<file path="src/rtl/fpoll_pkg.sv">
package fpoll_pkg;

    typedef enum logic {
        PM_DATA   = 1'b0,
        PM_TOGGLE = 1'b1
    } poll_mode_e;

    typedef enum logic [1:0] {
        RS_OK      = 2'd0,
        RS_TIMEOUT = 2'd1,
        RS_FAIL    = 2'd2,
        RS_SUSPEND = 2'd3
    } poll_res_e;

    typedef enum logic [2:0] {
        VD_NEED_MORE,
        VD_COMPLETE,
        VD_RUNNING,
        VD_RUN_OVERTIME,
        VD_SUSPENDED
    } verdict_e;

    typedef enum logic [1:0] {
        ST_IDLE,
        ST_READ,
        ST_JUDGE
    } eng_state_e;

    localparam int POS_POLARITY = 7;
    localparam int POS_TOGGLE   = 6;
    localparam int POS_OVERTIME = 5;
    localparam int POS_SUSP     = 2;

    typedef struct packed {
        logic polarity;
        logic toggle;
        logic overtime;
        logic susp;
    } stat_bits_t;

    function automatic stat_bits_t pick_bits(input logic [7:0] lane);
        stat_bits_t s;
        s.polarity = lane[POS_POLARITY];
        s.toggle   = lane[POS_TOGGLE];
        s.overtime = lane[POS_OVERTIME];
        s.susp     = lane[POS_SUSP];
        return s;
    endfunction

endpackage

</file>
<file path="src/rtl/fpoll_judge.sv">
module fpoll_judge
    import fpoll_pkg::*;
(
    input  poll_mode_e mode,
    input  logic       exp_pol,
    input  stat_bits_t cur,
    input  stat_bits_t prev,
    input  logic       have_prev,
    output verdict_e   verdict
);
    always_comb begin
        if (mode == PM_DATA) begin
            if (cur.polarity == exp_pol)
                verdict = VD_COMPLETE;
            else if (cur.overtime)
                verdict = VD_RUN_OVERTIME;
            else
                verdict = VD_RUNNING;
        end else begin
            if (!have_prev)
                verdict = VD_NEED_MORE;
            else if (cur.toggle == prev.toggle)
                verdict = (cur.susp != prev.susp) ? VD_SUSPENDED : VD_COMPLETE;
            else if (cur.overtime)
                verdict = VD_RUN_OVERTIME;
            else
                verdict = VD_RUNNING;
        end
    end
endmodule

</file>
<file path="src/rtl/fpoll_counter.sv">
module fpoll_counter #(
    parameter int CW = 10
) (
    input  logic          clk,
    input  logic          rst,
    input  logic          clr,
    input  logic          inc,
    input  logic [CW-1:0] lim,
    output logic          hit
);
    localparam logic [CW-1:0] CNT_MAX = {CW{1'b1}};

    logic [CW-1:0] cnt;

    always_ff @(posedge clk) begin
        if (rst || clr)
            cnt <= '0;
        else if (inc && cnt != CNT_MAX)
            cnt <= cnt + 1'b1;
    end

    assign hit = (cnt >= lim);

    AST_CNT_SATURATE: assert property (@(posedge clk) disable iff (rst)
        (inc && !clr && cnt == CNT_MAX) |=> (cnt == CNT_MAX));
endmodule

</file>
<file path="src/rtl/fpoll_engine.sv">
module fpoll_engine
    import fpoll_pkg::*;
#(
    parameter int AW = 21,
    parameter int DW = 16,
    parameter int CW = 10
) (
    input  logic          clk,
    input  logic          rst,
    input  logic          start,
    input  logic          mode,
    input  logic [AW-1:0] addr,
    input  logic [DW-1:0] exp_data,
    input  logic [CW-1:0] limit,
    output logic          rd_req,
    output logic [AW-1:0] rd_addr,
    input  logic          rd_ack,
    input  logic [DW-1:0] rd_data,
    output logic          busy,
    output logic          done,
    output logic [1:0]    result
);
    localparam int LANE_W = (DW < 8) ? DW : 8;

    eng_state_e    state;
    logic [AW-1:0] addr_q;
    logic          exp_pol_q;
    poll_mode_e    mode_q;
    logic [CW-1:0] lim_q;
    stat_bits_t    cur_q, prev_q;
    logic          got_one, have_prev, rechk;
    poll_res_e     res_q;
    verdict_e      verdict;
    logic          lim_hit;
    logic [7:0]    lane;

    generate
        if (LANE_W == 8) begin : g_full_lane
            assign lane = rd_data[7:0];
        end else begin : g_short_lane
            assign lane = {{(8-LANE_W){1'b0}}, rd_data[LANE_W-1:0]};
        end
    endgenerate

    fpoll_judge u_judge (
        .mode      (mode_q),
        .exp_pol   (exp_pol_q),
        .cur       (cur_q),
        .prev      (prev_q),
        .have_prev (have_prev),
        .verdict   (verdict)
    );

    fpoll_counter #(.CW(CW)) u_cnt (
        .clk (clk),
        .rst (rst),
        .clr (state == ST_IDLE && start),
        .inc (state == ST_READ && rd_ack),
        .lim (lim_q),
        .hit (lim_hit)
    );

    always_ff @(posedge clk) begin
        if (rst) begin
            state     <= ST_IDLE;
            addr_q    <= '0;
            exp_pol_q <= 1'b0;
            mode_q    <= PM_DATA;
            lim_q     <= '0;
            cur_q     <= '0;
            prev_q    <= '0;
            got_one   <= 1'b0;
            have_prev <= 1'b0;
            rechk     <= 1'b0;
            res_q     <= RS_OK;
            done      <= 1'b0;
        end else begin
            done <= 1'b0;
            case (state)
                ST_IDLE: begin
                    if (start) begin
                        addr_q    <= addr;
                        exp_pol_q <= exp_data[POS_POLARITY];
                        mode_q    <= poll_mode_e'(mode);
                        lim_q     <= limit;
                        got_one   <= 1'b0;
                        have_prev <= 1'b0;
                        rechk     <= 1'b0;
                        state     <= ST_READ;
                    end
                end
                ST_READ: begin
                    if (rd_ack) begin
                        cur_q     <= pick_bits(lane);
                        prev_q    <= cur_q;
                        have_prev <= got_one;
                        got_one   <= 1'b1;
                        state     <= ST_JUDGE;
                    end
                end
                ST_JUDGE: begin
                    state <= ST_IDLE;
                    done  <= 1'b1;
                    case (verdict)
                        VD_COMPLETE:  res_q <= RS_OK;
                        VD_SUSPENDED: res_q <= RS_SUSPEND;
                        VD_NEED_MORE: begin
                            state <= ST_READ;
                            done  <= 1'b0;
                        end
                        VD_RUN_OVERTIME: begin
                            if (rechk) begin
                                res_q <= RS_FAIL;
                            end else begin
                                rechk <= 1'b1;
                                state <= ST_READ;
                                done  <= 1'b0;
                            end
                        end
                        default: begin
                            if (rechk) begin
                                res_q <= RS_FAIL;
                            end else if (lim_hit) begin
                                res_q <= RS_TIMEOUT;
                            end else begin
                                state <= ST_READ;
                                done  <= 1'b0;
                            end
                        end
                    endcase
                end
                default: state <= ST_IDLE;
            endcase
        end
    end

    assign rd_req  = (state == ST_READ);
    assign rd_addr = addr_q;
    assign busy    = (state != ST_IDLE);
    assign result  = res_q;

    AST_REQ_HOLD: assert property (@(posedge clk) disable iff (rst)
        (rd_req && !rd_ack) |=> (rd_req && $stable(rd_addr)));
    AST_REQ_GAP: assert property (@(posedge clk) disable iff (rst)
        (rd_req && rd_ack) |=> !rd_req);
    AST_DONE_PULSE: assert property (@(posedge clk) disable iff (rst)
        done |=> !done);
    AST_DONE_IDLE: assert property (@(posedge clk) disable iff (rst)
        done |-> !busy);
    AST_RESULT_HOLD: assert property (@(posedge clk) disable iff (rst)
        (!busy && !start) |=> $stable(result));
    AST_TIMEOUT_BUDGET: assert property (@(posedge clk) disable iff (rst)
        (done && result == RS_TIMEOUT) |-> lim_hit);
    AST_IDLE_QUIET: assert property (@(posedge clk) disable iff (rst)
        !busy |-> !rd_req);
endmodule

</file>
<file path="config.mk">
export PLATFORM = sky130hd
export DESIGN_NAME = fpoll_engine
export DESIGN_NICKNAME = d
export VERILOG_FILES = /design/src/rtl/fpoll_pkg.sv /design/src/rtl/fpoll_judge.sv /design/src/rtl/fpoll_counter.sv /design/src/rtl/fpoll_engine.sv
export SDC_FILE = /design/constraint.sdc
export NUM_CORES = 1
export LEC_CHECK = 0
export ABC_CLOCK_PERIOD_IN_PS = 5300
export BUFFER_PORTS_ARGS = -buffer_cell sky130_fd_sc_hd__clkbuf_2
export CAP_MARGIN = 40
export CORE_MARGIN = 10
export CORE_UTILIZATION = 54
export CTS_BUF_LIST = sky130_fd_sc_hd__clkbuf_4
export DETAILED_ROUTE_END_ITERATION = 8
export PLACE_DENSITY = 0.95
export SLEW_MARGIN = 20
export SYNTH_ARGS = -nofsm -noshare
export SYNTH_HDL_FRONTEND = slang
export SYNTH_SLANG_ARGS = --single-unit
</file>
<file path="constraint.sdc">
create_clock -name clk -period 5.3 [get_ports clk]
set_input_delay 0.53 -clock clk [delete_from_list [all_inputs] [get_ports clk]]
set_output_delay 0.53 -clock clk [all_outputs]
set_load 0.005 [all_outputs]
</file>
==> out/results.ini <==
[routing]
ant_nets=0
wl_per_cell_um=13.9
drt-initial-drc-count=153
avgViaCountPerCell=5.30
num_vias=2252
drc_errors=0
first_pass_iters=4
wirelength_um=5910

[timing]
skew_ps=9.18
tightest_slew_ps=588
period_needed_ps=2110
fmax_ghz=0.473
finalSetupViolations=0
max_slew_margin=0.608
hold_violations=0
period_share=0.399
slew_viol_final=0
rsz0062_at_grt=no
fin_setup_tns_ps=0

[setup_path]
crit_family=simple AND/OR/NAND/NOR gates
crit_path_end_kind=register
crit_top_cell=or3_1
cp_max_fo=10
path_class=register to register
crit_path_start_kind=register
critPathLaunch=state[0]
r2r-start=state[0]
cpPeakStageDelay_ps=520
arrival_ps=2440
cp.required_ps=5630
crit_chain=nand3b_4, a41o_4, or3_1, or3_1, a21oi_1
cp_num_buf_inv=0
cpMaxStageDelayCell=dfxtp_1

[power_and_ir_drop]
power.density_nw_per_um2=292
p_sw_uw=227
swShare=0.259
p_clk_frac=0.345
p_total_uw=875
seq_power_share=0.525
p_leak_uw=0.00137
vdd_drop_max_v=0.000210
combPwrFrac=0.130
p_int_uw=648

[die]
io_pins=94
dieWidth_um=88.1
fp.dieH_um=88.1
die-area_um2=7770
num_rows=24
core_area_um2=4410
initial_utilization=0.568

[cts]
path_clk_slew_ps=100
ctsHtreeMaxLevel=3
cts_tree=done
post_cts_resized=0
numClockSinks=57
cts_max_path_buffers=2
clockRootBuffer=clkbuf_4
cts_setup_buffers=0
cts_buffers=9
clk_latency_ps=390
postCtsHoldBufs=0

[logic_synthesis]
synthCells=304
syn_area_per_cell_um2=8.24
synth_fp_nets=383
yosys_warnings=0
synth_seq_cells=57
synthDominantCellAreaShare=0.455
post_synth_num_cell_types=39
synth.largest_area_cell=dfxtp_1
synthTopCellsByArea=dfxtp_1 (46%), nand2_1 (11%), a21oi_1 (8.0%), ha_1 (5.5%), mux2i_1 (3.2%)
ys_seq_area_frac=0.455
synth_area_um2=2510

[grt]
antenna_found_initial=0
track_usage=0.161
grt_max_degree=40
grt_pass1_vias=2205
grt_pass1_wl_um=9870
grt_overflow=0

[cells_and_area]
antennaDiodeCount=0
fin_area_um2=3000
syn2layout_area_growth_pct=19.6
instances_no_fill=425
drive_gt1_frac=0.236
num-nets-final=447

[placed_design]
hpwl_um=4340
placed_cells=409
io_buffers=66
gp_congestion=0.835
placed_cell_area_um2=2870

[status]
status=finished clean

[worst_hold_path]
hold_path.class=primary input to register
worstHoldStart=addr[14]

[job]
cap_violations=0

## layout by cell type (no fill, tap or decap), types with 2 or more instances in the layout
cell / count
dfxtp_1: 57
and2b_2: 2
clkbuf_4: 11
nand3_1: 4
and3_1: 3
mux2i_1: 8
a21o_1: 2
nor3_1: 2
o21ai_0: 6
clkinv_1: 3
xor2_1: 4
and2_1: 2
nand2_1: 73
inv_1: 19
a221oi_1: 3
nor2_1: 21
clkbuf_2: 66
nand2b_1: 4
ha_1: 11
nand4_1: 2
a21oi_1: 40
or3_1: 5
xnor2_1: 4
## routing by layer
| metal | global-route usage | part of all wire |
|---|---|---|
| met5 | 0 | 0 |
| met2 | 0.253 | 0.48 |
| met1 | 0.170 | 0.39 |
| met3 | 0.0752 | 0.11 |
| met4 | 0.101 | 0.020 |
## power groups by stage
stage	Clock (uW)	Combinational [uW]	Sequential, uW
after floorplan	0	70.1	468
after CTS	307	115	460
after detailed placement	0	113	470
after global placement	0	106	469
final	302	113	460
after global routing	325	130	462
## metrics by stage
step,hold WS [ps],setup slack [ps],utilization
floorplan,436,3350,-
global placement,441,3140,0.642
detailed placement,445,3090,0.650
CTS,332,3180,0.679
global route,323,2960,0.679
finish,341,3190,0.679
## cell usage after synthesis
master and count:
o311a_1 1, a21oi_1 40, a41o_4 1, a21o_1 2, mux2i_1 8, xor2_1 4
a211o_1 1, a221oi_1 3, dfxtp_1 57, nand4_1 2, nand2_1 73, nor3_1 2
a32oi_1 1, a211oi_1 1, nand2b_1 4, and2_1 2, xnor2_1 4, o2bb2ai_1 1
o32ai_1 1, a22o_1 1, buf_6 2, a31oi_1 1, nand3b_4 1, o21ai_0 6
or3_2 1, ha_1 11, nand3b_1 1, or3_1 5, buf_2 1, a2bb2oi_1 1
o22ai_1 1, nor3_2 1, nor2_1 21, clkbuf_1 13, nand3_1 4, inv_1 19
and2b_2 2, and4_1 1, and3_1 3
## flip-flops by register name, summed over array words and instances, names as in the netlist
name and flops:
rechk 1, rd_addr 21, prev_q 2, state 2
mode_q 1, lim_q 10, result 2, got_one 1
done 1, have_prev 1, cur_q 4, u_cnt.cnt 10
exp_pol_q 1
## final cells by class
cell class	count	area [um^2]
clock buffers	11	82.6
repair buffers	69	373
clock inverters	5	46.3
inverters	19	71.3
fillers	352	1420
well taps	52	65.1
multi-input cells	212	1220
flip-flops and latches	57	1140
## path summary, 6_finish.rpt
kind                        to  slack, ps  depth (start not counted)
setup reg to reg  u_cnt.cnt[5]       3190                          5
setup / recovery  u_cnt.cnt[5]       3190                          5
hold reg to reg    rd_addr[10]        460                          2
hold / removal     rd_addr[14]        340                          3
## cell families after synthesis
group,after synthesis,share of synthesized area
multiplexers,8,0.0320
buffers and inverters,35,0.0589
flip-flops,57,0.455
AND/OR/NAND/NOR,123,0.221
XOR/XNOR,8,0.0280
adder cells (fa/ha/maj),11,0.0549
AO/OA/AOI/OAI,62,0.150
## worst reg2reg max path, delay by kind of cell (launching register included)
family	cells	cell delay [ps]
AND/OR/NAND/NOR	3	1070
flip-flops	1	520
AO/OA/AOI/OAI	2	460
No activity file was read; power rests on OpenSTA's default activity.
